==> config.mk <==
export PLATFORM = sky130hd
export DESIGN_NAME = ora_count_analyzer
export DESIGN_NICKNAME = d
export VERILOG_FILES = /design/src/rtl/ora_pkg.sv /design/src/rtl/ora_seq.sv /design/src/rtl/ora_event.sv /design/src/rtl/ora_count.sv /design/src/rtl/ora_count_analyzer.sv
export SDC_FILE = /design/constraint.sdc
export NUM_CORES = 1
export LEC_CHECK = 0
export BUFFER_PORTS_ARGS = -buffer_cell sky130_fd_sc_hd__buf_4
export CELL_PAD_IN_SITES_DETAIL_PLACEMENT = 1
export CELL_PAD_IN_SITES_GLOBAL_PLACEMENT = 1
export CORE_MARGIN = 2
export CORE_UTILIZATION = 30
export CTS_CLUSTER_DIAMETER = 80
export DETAILED_ROUTE_END_ITERATION = 16
export GPL_ROUTABILITY_DRIVEN = 1
export PLACE_DENSITY = 0.74
export SLEW_MARGIN = 0
export SYNTH_ARGS = -nofsm -noshare
export SYNTH_HDL_FRONTEND = slang
export SYNTH_SLANG_ARGS = --single-unit
==> constraint.sdc <==
create_clock -name clk_i -period 1.5 [get_ports clk_i]
set_input_delay 0.225 -clock clk_i [delete_from_list [all_inputs] [get_ports clk_i]]
set_output_delay 0.225 -clock clk_i [all_outputs]
set_load 0.03 [all_outputs]
==> src/rtl/ora_pkg.sv <==
package ora_pkg;
    typedef enum logic {
        MODE_ONES  = 1'b0,
        MODE_TRANS = 1'b1
    } ora_mode_e;
endpackage

==> src/rtl/ora_seq.sv <==
module ora_seq #(
    parameter int STREAM_LEN = 7,
    localparam int IDX_W = $clog2(STREAM_LEN + 1)
) (
    input  logic clk_i,
    input  logic rst_ni,
    input  logic start_i,
    input  logic bit_valid_i,
    output logic accept_o,
    output logic first_o,
    output logic done_o
);
    typedef struct packed {
        logic             active;
        logic             done;
        logic [IDX_W-1:0] idx;
    } seq_state_t;

    seq_state_t st_d, st_q;
    logic       last_bit;

    always_comb begin
        st_d     = st_q;
        accept_o = st_q.active && bit_valid_i && !start_i;
        last_bit = accept_o && (st_q.idx == IDX_W'(STREAM_LEN - 1));
        first_o  = (st_q.idx == '0);
        if (start_i) begin
            st_d.active = 1'b1;
            st_d.done   = 1'b0;
            st_d.idx    = '0;
        end else if (accept_o) begin
            st_d.idx = st_q.idx + 1'b1;
            if (last_bit) begin
                st_d.active = 1'b0;
                st_d.done   = 1'b1;
            end
        end
    end

    always_ff @(posedge clk_i or negedge rst_ni) begin
        if (!rst_ni) begin
            st_q <= '0;
        end else begin
            st_q <= st_d;
        end
    end

    assign done_o = st_q.done;

    assert_done_hold_R9: assert property (@(posedge clk_i) disable iff (!rst_ni)
        (st_q.done && !start_i) |=> st_q.done);

    assert_done_after_bit_R7: assert property (@(posedge clk_i) disable iff (!rst_ni)
        $rose(st_q.done) |-> $past(bit_valid_i));

    assert_idx_bound_R7: assert property (@(posedge clk_i) disable iff (!rst_ni)
        st_q.idx <= IDX_W'(STREAM_LEN));
endmodule

==> src/rtl/ora_event.sv <==
module ora_event
    import ora_pkg::*;
(
    input  logic clk_i,
    input  logic rst_ni,
    input  logic start_i,
    input  logic mode_i,
    input  logic accept_i,
    input  logic first_i,
    input  logic bit_i,
    output logic inc_o,
    output logic mode_trans_o
);
    typedef struct packed {
        ora_mode_e mode;
        logic      prev;
    } evt_state_t;

    evt_state_t st_d, st_q;
    logic       changed;

    always_comb begin
        st_d    = st_q;
        changed = (bit_i ^ st_q.prev) && !first_i;
        inc_o   = 1'b0;
        if (accept_i) begin
            inc_o     = (st_q.mode == MODE_TRANS) ? changed : bit_i;
            st_d.prev = bit_i;
        end
        if (start_i) begin
            st_d.mode = ora_mode_e'(mode_i);
            st_d.prev = 1'b0;
        end
    end

    always_ff @(posedge clk_i or negedge rst_ni) begin
        if (!rst_ni) begin
            st_q <= '{mode: MODE_ONES, prev: 1'b0};
        end else begin
            st_q <= st_d;
        end
    end

    assign mode_trans_o = (st_q.mode == MODE_TRANS);

    assert_mode_latched_R11: assert property (@(posedge clk_i) disable iff (!rst_ni)
        !start_i |=> $stable(mode_trans_o));
endmodule

==> src/rtl/ora_count.sv <==
module ora_count #(
    parameter int STREAM_LEN = 7,
    localparam int CNT_W = $clog2(STREAM_LEN + 1)
) (
    input  logic             clk_i,
    input  logic             rst_ni,
    input  logic             start_i,
    input  logic             inc_i,
    output logic [CNT_W-1:0] count_o
);
    logic [CNT_W-1:0] cnt_d, cnt_q;

    always_comb begin
        cnt_d = cnt_q;
        if (start_i) begin
            cnt_d = '0;
        end else if (inc_i) begin
            cnt_d = cnt_q + 1'b1;
        end
    end

    always_ff @(posedge clk_i or negedge rst_ni) begin
        if (!rst_ni) begin
            cnt_q <= '0;
        end else begin
            cnt_q <= cnt_d;
        end
    end

    assign count_o = cnt_q;

    assert_no_wrap_R10: assert property (@(posedge clk_i) disable iff (!rst_ni)
        cnt_q <= CNT_W'(STREAM_LEN));
endmodule

==> src/rtl/ora_count_analyzer.sv <==
module ora_count_analyzer #(
    parameter int STREAM_LEN = 7,
    localparam int CNT_W = $clog2(STREAM_LEN + 1)
) (
    input  logic             clk_i,
    input  logic             rst_ni,
    input  logic             start_i,
    input  logic             mode_i,
    input  logic             bit_valid_i,
    input  logic             bit_i,
    input  logic [CNT_W-1:0] golden_i,
    output logic [CNT_W-1:0] signature_o,
    output logic             done_o,
    output logic             pass_o
);
    logic accept;
    logic first;
    logic inc;
    logic mode_trans;

    ora_seq #(.STREAM_LEN(STREAM_LEN)) seq_i (
        .clk_i      (clk_i),
        .rst_ni     (rst_ni),
        .start_i    (start_i),
        .bit_valid_i(bit_valid_i),
        .accept_o   (accept),
        .first_o    (first),
        .done_o     (done_o)
    );

    ora_event evt_i (
        .clk_i       (clk_i),
        .rst_ni      (rst_ni),
        .start_i     (start_i),
        .mode_i      (mode_i),
        .accept_i    (accept),
        .first_i     (first),
        .bit_i       (bit_i),
        .inc_o       (inc),
        .mode_trans_o(mode_trans)
    );

    ora_count #(.STREAM_LEN(STREAM_LEN)) cnt_i (
        .clk_i  (clk_i),
        .rst_ni (rst_ni),
        .start_i(start_i),
        .inc_i  (inc),
        .count_o(signature_o)
    );

    assign pass_o = done_o && (signature_o == golden_i);

    assert_pass_needs_done_R8: assert property (@(posedge clk_i) disable iff (!rst_ni)
        pass_o |-> done_o);

    assert_after_done_hold_R9: assert property (@(posedge clk_i) disable iff (!rst_ni)
        (done_o && !start_i) |=> $stable(signature_o));

    assert_first_silent_R5: assert property (@(posedge clk_i) disable iff (!rst_ni)
        (accept && first && mode_trans) |=> $stable(signature_o));

    assert_start_clears_R2: assert property (@(posedge clk_i) disable iff (!rst_ni)
        start_i |=> (signature_o == '0) && !done_o);
endmodule

==> flow_summary.yaml, run 1 <==
sta:
  fin_ws_ns: -0.0264
  hold_slack_ns: 0.179
  worst_pin_slew_ns: 0.281
  fin_tns_setup_ns: -0.0264
  layout_min_cycle_time_ns: 1.53
  post-route-period-util: 1.02
  fin_skew_ns: 0.000484
  rsz0062_at_grt: "true"
  hold_viol_final: 0
  maxSlewViolCount: 0
  fmax_mhz: 655
  relSlewSlack: 0.812
  setup_viol: 1
setup_path:
  cp-end-kind: "flop"
  worstReg2RegStart: "seq_i.st_q[0]$_DFFE_PN0P_"
  r2r-end: "cnt_i.count_o[0]$_DFFE_PN0P_"
  start_kind: "flop"
  worstPathMaxFanout: 2
  required_ns: 1.66
  critPathArrivalTime_ns: 1.69
  worstSetupEndpoint: "cnt_i.count_o[0]$_DFFE_PN0P_"
  ff2ff_path_depth: 5
  r2r_slack_ns: -0.03
  criticalPathCategory: "flop to flop"
  cp-startpoint: "seq_i.st_q[0]$_DFFE_PN0P_"
routing:
  dr.pass1.iters: 5
  drtIter0Drc: 4
  routed_wl_um: 1510
  drc_errors: 0
  wire_per_inst_um: 14.8
  avgViaCountPerCell: 4.98
  ant_nets: 0
  vias: 508
layout:
  drive_above_1_share: 0.416
  final.fill_count: 207
  n_antenna_cell: 0
  fin_area_um2: 812
  ff_latch_area_um2: 250
  fin_nets: 91
  syn_to_final_growth_pct: 44.9
  fin_util: 0.465
  multi_input_area_um2: 334
yosys:
  syn-instance-count: 54
  ys.flop_type: "dfrtp_1"
  syn-cell-area_um2: 561
  synth-async-reset-ratio: 1.00
  synth_top_area_frac: 0.446
  synth_edf_count: 0
  yosys-top-cells-area: "dfrtp_1, ha_1, xor2_1"
  synth_fp_nets: 67
  yosysMostFrequentCell: "dfrtp_1"
  avgSynthCellArea_um2: 10.4
  netlist-cell-type-count: 23
  synth_top_area_cell: "dfrtp_1"
  yosys_warnings: 0
  synth_seq_cells: 10
  ys_seq_area_frac: 0.446
  synth_commonest_cells: "dfrtp_1, nand3_1, nor2_1"
placement:
  dpl_worst_slack_ns: -0.0277
  gp_congestion: 0.787
  hpwl_um: 1020
  portBuffers: 13
  post_dp_cell_area_um2: 721
global_routing:
  grt_first_pass_wirelength_um: 2190
  antenna_found_initial: 0
  grt_max_degree: 14
  overflow: 0
  grt_pass1_vias: 515
  grt_usage: 0.147
run_status:
  violations: "setup timing"
  status: "complete, but fails checks"
power:
  max-vdd-ir-drop_mv: 0.364
  p_per_area_nw_per_um2: 844
  leakagePower_nw: 0.378
clock_network:
  clock_path_buffers: 2
  clk_latency_ns: 0.27
  cts_root_buf: "clkbuf_4"
  cts_tree: "yes"
  clkTransAtPathRegs_ns: 0.07
  cts_sinks: 10
  cts_buffers: 3
  h-tree-depth: 1
hold_path:
  hp-class: "primary input to flop"
floorplanning:
  die_y_um: 47.2
  core_um2: 1750
  io_pins: 14
  die_x_um: 47.2
  dieArea_um2: 2230
  start_util: 0.321
  num_rows: 15
run:
  cap_violations: 0
==> power by group <==
part | internal [W] | switching (W)
clock network | 0.000148 | 0.000103
registers | 0.000283 | 0.0000133
logic | 0.0000701 | 0.0000683
==> through the flow <==
| stage | total power (W) | std cells |
|---|---|---|
| floorplan | 0.000358 | 54 |
| global placement | 0.000409 | 95 |
| detailed placement | 0.000414 | 95 |
| CTS | 0.000670 | 100 |
| global route | 0.000721 | 102 |
| finish | 0.000685 | 102 |
==> flip-flops by register name, indices dropped and copies added, names as in the netlist <==
name	cells
seq_i.st_q	4
cnt_i.count_o	3
evt_i.mode_trans_o	1
evt_i.st_q	1
seq_i.done_o	1
==> placed cells by master, fill, tap and decap left out, drive strengths merged, types with 2 or more instances in the layout <==
| master | n |
|---|---|
| a211oi | 2 |
| a21oi | 2 |
| buf | 19 |
| clkbuf | 4 |
| dfrtp | 10 |
| ha | 4 |
| inv | 2 |
| mux2 | 3 |
| nand2 | 4 |
| nand2b | 2 |
| nand3 | 5 |
| nor2 | 5 |
| nor2b | 2 |
| xnor2 | 2 |
| xor2 | 3 |
==> critical path, stage by stage (launching register included) <==
cell,delay [ns]
dfrtp_1,0.39
inv_2,0.07
ha_4,0.14
and3b_2,0.24
a211oi_4,0.25
mux2_4,0.32
==> area by class of cell <==
class / count / area share
Timing Repair Buffer: 20 / 0.188
Inverter: 2 / 0.00924
Sequential cell: 10 / 0.308
Multi-Input combinational cell: 41 / 0.411
Clock buffer: 4 / 0.0447
Tap cell: 25 / 0.0385
==> per-layer routing <==
layer	track usage	up-vias	share of wire
met5	0	-	0
met2	0.251	22	0.50
met3	0.0346	2	0.055
met1	0.165	251	0.44
li1	-	233	-
met4	0.0833	0	0.0040
==> cells by family after synthesis <==
kind of cell / synth area share
AND/OR/NAND/NOR: 0.187
flip-flops: 0.446
AO/OA/AOI/OAI: 0.100
XOR/XNOR: 0.0781
multiplexers: 0.0781
adder cells (fa/ha/maj): 0.0893
buffers and inverters: 0.0201
==> what timing repair did <==
item                                   in CTS  in global routing
pin swaps                                   1                  2
endpoints found under the hold margin      10                  0
hold buffers                                1                  0
setup endpoints to repair                   2                  4
setup buffers                               0                  2
gates resized for setup                     0                  7
==> worst min path at each step <==
stage	start	end	depth (start not counted)
final	mode_i	evt_i.mode_trans_o$_DFFE_PN0P_	2
after global placement	rst_ni	seq_i.done_o$_DFFE_PN0P_	1
after floorplan	rst_ni	cnt_i.count_o[0]$_DFFE_PN0P_	0
after detailed placement	rst_ni	cnt_i.count_o[1]$_DFFE_PN0P_	1
after CTS	mode_i	evt_i.mode_trans_o$_DFFE_PN0P_	2
after global routing	mode_i	evt_i.mode_trans_o$_DFFE_PN0P_	2
Note: power is estimated with default switching activity, not from simulation.
==> run 2, diff against run 1 <==
Settings changed: CTS_CLUSTER_SIZE set to 14, PLACE_DENSITY 0.74 to not set, PLACE_DENSITY_LB_ADDON set to 0.15.
==> run 2 against run 1 <==
Against the previous run: the run now ends clean; sequential cell count is the same; critical path type unchanged; critical endpoint unchanged; clock skew rose by 0.0094 ns; global-route usage shrank 1.2 points; die area unchanged; sequential power hardly changed.
==> flow_summary.yaml, run 2 (same netlist as run 1, synthesis figures left out) <==
clock_network:
  clk_latency_ns: 0.26
  h-tree-depth: 1
  clock_path_buffers: 2
  cts_sinks: 10
  cts_buffers: 3
  clkTransAtPathRegs_ns: 0.07
  cts_tree: "yes"
  cts_root_buf: "clkbuf_4"
global_routing:
  overflow: 0
  grt_usage: 0.135
  antenna_found_initial: 0
  grt_first_pass_wirelength_um: 1980
  grt_max_degree: 14
  grt_pass1_vias: 461
sta:
  fmax_mhz: 669
  setup_viol: 0
  rsz0062_at_grt: "true"
  fin_ws_ns: 0.00557
  relSlewSlack: 0.843
  fin_tns_setup_ns: 0
  worst_pin_slew_ns: 0.234
  post-route-period-util: 0.996
  layout_min_cycle_time_ns: 1.49
  maxSlewViolCount: 0
  fin_skew_ns: 0.00992
  hold_slack_ns: 0.197
  hold_viol_final: 0
layout:
  layout_commonest_cell: "buf_4"
  layout_common_cells: "buf_4, dfrtp_1, nand3_1, nor2_1, nand2_1"
  n_antenna_cell: 0
  largest_register: "seq_i.st_q"
  largest_reg_flops: 4
  syn_to_final_growth_pct: 43.3
  drive_above_1_share: 0.436
  fin_nets: 93
  instances_no_fill: 103
routing:
  routed_wl_um: 1340
  wire_per_inst_um: 13.0
  vias: 464
  ant_nets: 0
  avgViaCountPerCell: 4.50
  drc_errors: 0
  dr.pass1.iters: 1
  drtIter0Drc: 0
floorplanning:
  io_pins: 14
  dieArea_um2: 2230
  die_y_um: 47.2
  core_um2: 1750
  die_x_um: 47.2
  start_util: 0.321
  num_rows: 15
setup_path:
  worstPathMaxFanout: 2
  critPathArrivalTime_ns: 1.65
  required_ns: 1.65
  criticalPathCategory: "flop to flop"
  start_kind: "flop"
  cp-end-kind: "flop"
placement:
  portBuffers: 13
  gp_congestion: 0.759
  dp_cells: 96
  hpwl_um: 950
  dpl_worst_slack_ns: -0.0142
hold_path:
  hp-class: "primary input to flop"
power:
  max-vdd-ir-drop_mv: 0.557
  leakagePower_nw: 0.379
  total_power_w: 0.000612
  p_per_area_nw_per_um2: 761
run_status:
  status: "complete, no violations"
run:
  cap_violations: 0
## run 2: layer usage
metal | wire length (µm) | global-route usage
met4 | 10 | 0.0333
met2 | 708 | 0.246
met3 | 70 | 0.0692
met5 | 0 | 0
met1 | 553 | 0.135
## run 2: worst paths after layout
kind	cells after the start	endpoint	slack, ns	startpoint
setup / recovery	5	cnt_i.count_o[0]$_DFFE_PN0P_	0.006	seq_i.st_q[0]$_DFFE_PN0P_
hold reg to reg	2	seq_i.done_o$_DFFE_PN0P_	0.54	seq_i.done_o$_DFFE_PN0P_
min in group asynchronous	2	cnt_i.count_o[0]$_DFFE_PN0P_	0.34	rst_ni
setup reg to reg	5	cnt_i.count_o[0]$_DFFE_PN0P_	0.006	seq_i.st_q[0]$_DFFE_PN0P_
hold / removal	2	evt_i.mode_trans_o$_DFFE_PN0P_	0.20	mode_i
max in group asynchronous	2	seq_i.st_q[1]$_DFFE_PN0P_	1.00	rst_ni
## run 2: area by class of cell
cell class / instances / area, µm²
fill: 213 / 942
multi-input combinational: 41 / 324
sequential: 10 / 250
timing repair buffer: 22 / 168
tap: 25 / 31.3
clock buffer: 3 / 22.5
inverter: 2 / 7.51
## run 2: through the flow
stage	utilization	instance area [µm²]
after floorplan	-	566
after global placement	0.417	728
after detailed placement	0.417	728
after CTS	0.443	773
after global routing	0.460	803
final	0.460	803
## run 2: worst max-delay path, stage by stage, from the launching register on
cell and delay, ns:
dfrtp_1 0.36, inv_2 0.05, ha_2 0.15, and3b_2 0.24, a211oi_4 0.27, mux2_4 0.32
## run 2: where the power goes
| group | switching (W) | internal (W) | total [W] |
|---|---|---|---|
| Sequential | 0.0000106 | 0.000283 | 0.000293 |
| Clock | 0.0000843 | 0.0000922 | 0.000177 |
| Combinational | 0.0000675 | 0.0000741 | 0.000142 |
## run 2: repair_timing
item,CTS,global route
endpoints found under the hold margin,10,0
gates resized for setup,1,6
endpoints found under the setup margin,2,3
buffers inserted,1,2
hold buffers,1,0
pin swaps,1,4
==> run 3, diff against run 2 <==
Settings changed: ABC_AREA set to 1, CTS_CLUSTER_DIAMETER 80 to not set.
Clock period 1.5 ns to 1.4 ns, I/O delays scaled along.
==> run 3 against run 2 <==
Against the previous run: the flow now finishes with violations (setup timing); worst setup slack got worse by 0.030 ns; sequential cell count is the same; sequential share of layout area increased by 0.64 points; critical path type is now flop to output port; critical path depth shrank 1; hold slack got worse by 0.062 ns; combinational power shrank 15%.
==> flow_summary.yaml, run 3 <==
layout:
  largest_reg_flops: 4
  fin_util: 0.451
  fin_area_um2: 787
  syn_to_final_growth_pct: 40.7
  layout_common_cells: "nand2_1, buf_4, inv_1, dfrtp_1, nand3_1"
  fin_nets: 103
  layout_commonest_cell: "nand2_1"
  drive_above_1_share: 0.315
  largest_register: "seq_i.st_q"
  instances_no_fill: 114
  n_antenna_cell: 0
setup_path:
  cpPeakStageDelay_ns: 0.41
  worstPathMaxFanout: 2
  criticalPathCategory: "flop to output port"
  start_kind: "flop"
  required_ns: 1.19
  crit_slowest_cell: "dfrtp_1"
  cp-end-kind: "output port"
  path_cells: "xnor2_2, nand3_2, nor3_4, buf_6"
  critPathArrivalTime_ns: 1.21
yosys:
  synth_seq_cells: 10
  ys.flop_type: "dfrtp_1"
  synth_top_area_frac: 0.447
  synth_commonest_cells: "nand2_1, dfrtp_1, inv_1"
  netlist-cell-type-count: 15
  synth_fp_nets: 81
  syn-cell-area_um2: 559
  ys_seq_area_frac: 0.447
  syn-instance-count: 68
  yosys_warnings: 0
  synth-async-reset-ratio: 1.00
  yosysMostFrequentCell: "nand2_1"
  avgSynthCellArea_um2: 8.22
  yosys-top-cells-area: "dfrtp_1, nand2_1, ha_1"
  synth_edf_count: 0
  synth_top_area_cell: "dfrtp_1"
floorplanning:
  start_util: 0.320
  die_x_um: 47.2
  io_pins: 14
  dieArea_um2: 2230
  core_um2: 1750
  die_y_um: 47.2
  num_rows: 15
routing:
  wire_per_inst_um: 11.3
  avgViaCountPerCell: 4.60
  drtIter0Drc: 5
  drc_errors: 0
  vias: 524
  ant_nets: 0
  dr.pass1.iters: 4
  routed_wl_um: 1280
clock_network:
  h-tree-depth: 1
  clock_path_buffers: 2
  cts_sinks: 10
  cts_buffers: 3
  clkTransAtPathRegs_ns: 0.07
  cts_root_buf: "clkbuf_4"
  clk_latency_ns: 0.27
  cts_tree: "yes"
power:
  max-vdd-ir-drop_mv: 0.566
  p_per_area_nw_per_um2: 895
  leakagePower_nw: 0.409
sta:
  fin_skew_ns: 0.00376
  fin_ws_ns: -0.0243
  maxSlewViolCount: 0
  post-route-period-util: 1.02
  layout_min_cycle_time_ns: 1.42
  worst_pin_slew_ns: 0.257
  hold_viol_final: 0
  fmax_mhz: 702
  hold_slack_ns: 0.135
  fin_tns_setup_ns: -0.0243
  rsz0062_at_grt: "true"
  setup_viol: 1
  relSlewSlack: 0.829
placement:
  hpwl_um: 980
  post_dp_cell_area_um2: 707
  gp_congestion: 0.714
  dp_cells: 107
  portBuffers: 13
run_status:
  status: "complete, but fails checks"
  violations: "setup timing"
global_routing:
  overflow: 0
  grt_max_degree: 11
  grt_usage: 0.144
  grt_first_pass_wirelength_um: 2160
  grt_pass1_vias: 497
  antenna_found_initial: 0
run:
  cap_violations: 0
hold_path:
  hp-class: "primary input to flop"
==> run 3: area by class of cell <==
class	count	area, µm²
Clock buffer	4	36.3
Fill cell	227	958
Inverter	10	37.5
Multi-Input combinational cell	48	298
Sequential cell	10	250
Tap cell	25	31.3
Timing Repair Buffer	17	134
==> run 3: worst paths after layout <==
kind                                               from                              to  slack (ns)  cells past startpoint
min in group asynchronous                        rst_ni       seq_i.st_q[2]$_DFFE_PN0P_        0.30                      2
hold / removal                                   mode_i  evt_i.mode_trans_o$_DFFE_PN0P_        0.13                      3
hold reg to reg               seq_i.st_q[4]$_DFFE_PN0P_       seq_i.st_q[4]$_DFFE_PN0P_        0.52                      2
setup / recovery           cnt_i.count_o[0]$_DFFE_PN0P_                          pass_o       -0.02                      4
max in group asynchronous                        rst_ni  evt_i.mode_trans_o$_DFFE_PN0P_        0.95                      2
setup reg to reg              seq_i.st_q[0]$_DFFE_PN0P_    cnt_i.count_o[1]$_DFFE_PN0P_        0.23                      7
==> run 3: through the flow <==
| step | setup slack, ns | power [W] |
|---|---|---|
| CTS | -0.0415 | 0.000719 |
| global route | -0.107 | 0.000750 |
| floorplan | 0.0757 | 0.000378 |
| global placement | 0.175 | 0.000426 |
| detailed placement | 0.154 | 0.000430 |
| finish | -0.0243 | 0.000705 |
==> run 3: worst max-delay path, delay by kind of cell, from the launching register on <==
family	cells	cell delay (ns)
flip-flops	1	0.41
XOR/XNOR	1	0.16
AND/OR/NAND/NOR	2	0.22
buffers and inverters	1	0.15
==> run 3: cell families after synthesis <==
logic type      after synthesis  share of synthesized area
simple gates                 34                      0.277
compound gates                7                     0.0716
buf+inv                      10                     0.0671
flops                        10                      0.447
xor+xnor                      3                     0.0470
fa+ha+maj                     4                     0.0895
==> run 3: power breakdown <==
part,leakage [nW],switching [W],internal (W)
sequential,0.130,0.0000108,0.000302
clock,0.0210,0.000113,0.000158
combinational,0.257,0.0000685,0.0000519
total,0.409,0.000193,0.000512
==> run 3: layer usage <==
layer | vias up | GRT usage | routed length (µm)
met5 | - | 0 | 0
met2 | 15 | 0.214 | 612
met3 | 4 | 0.0462 | 63
li1 | 260 | - | -
met4 | 0 | 0.0833 | 27
met1 | 245 | 0.182 | 581
==> run 3: repair_timing <==
action / CTS / global route
setup buffers: 2 / 0
hold endpoints to repair: 10 / 0
resized for setup: 4 / 0
hold buffers: 1 / 0
endpoints found under the setup margin: 1 / 1
pin swaps: 1 / 0
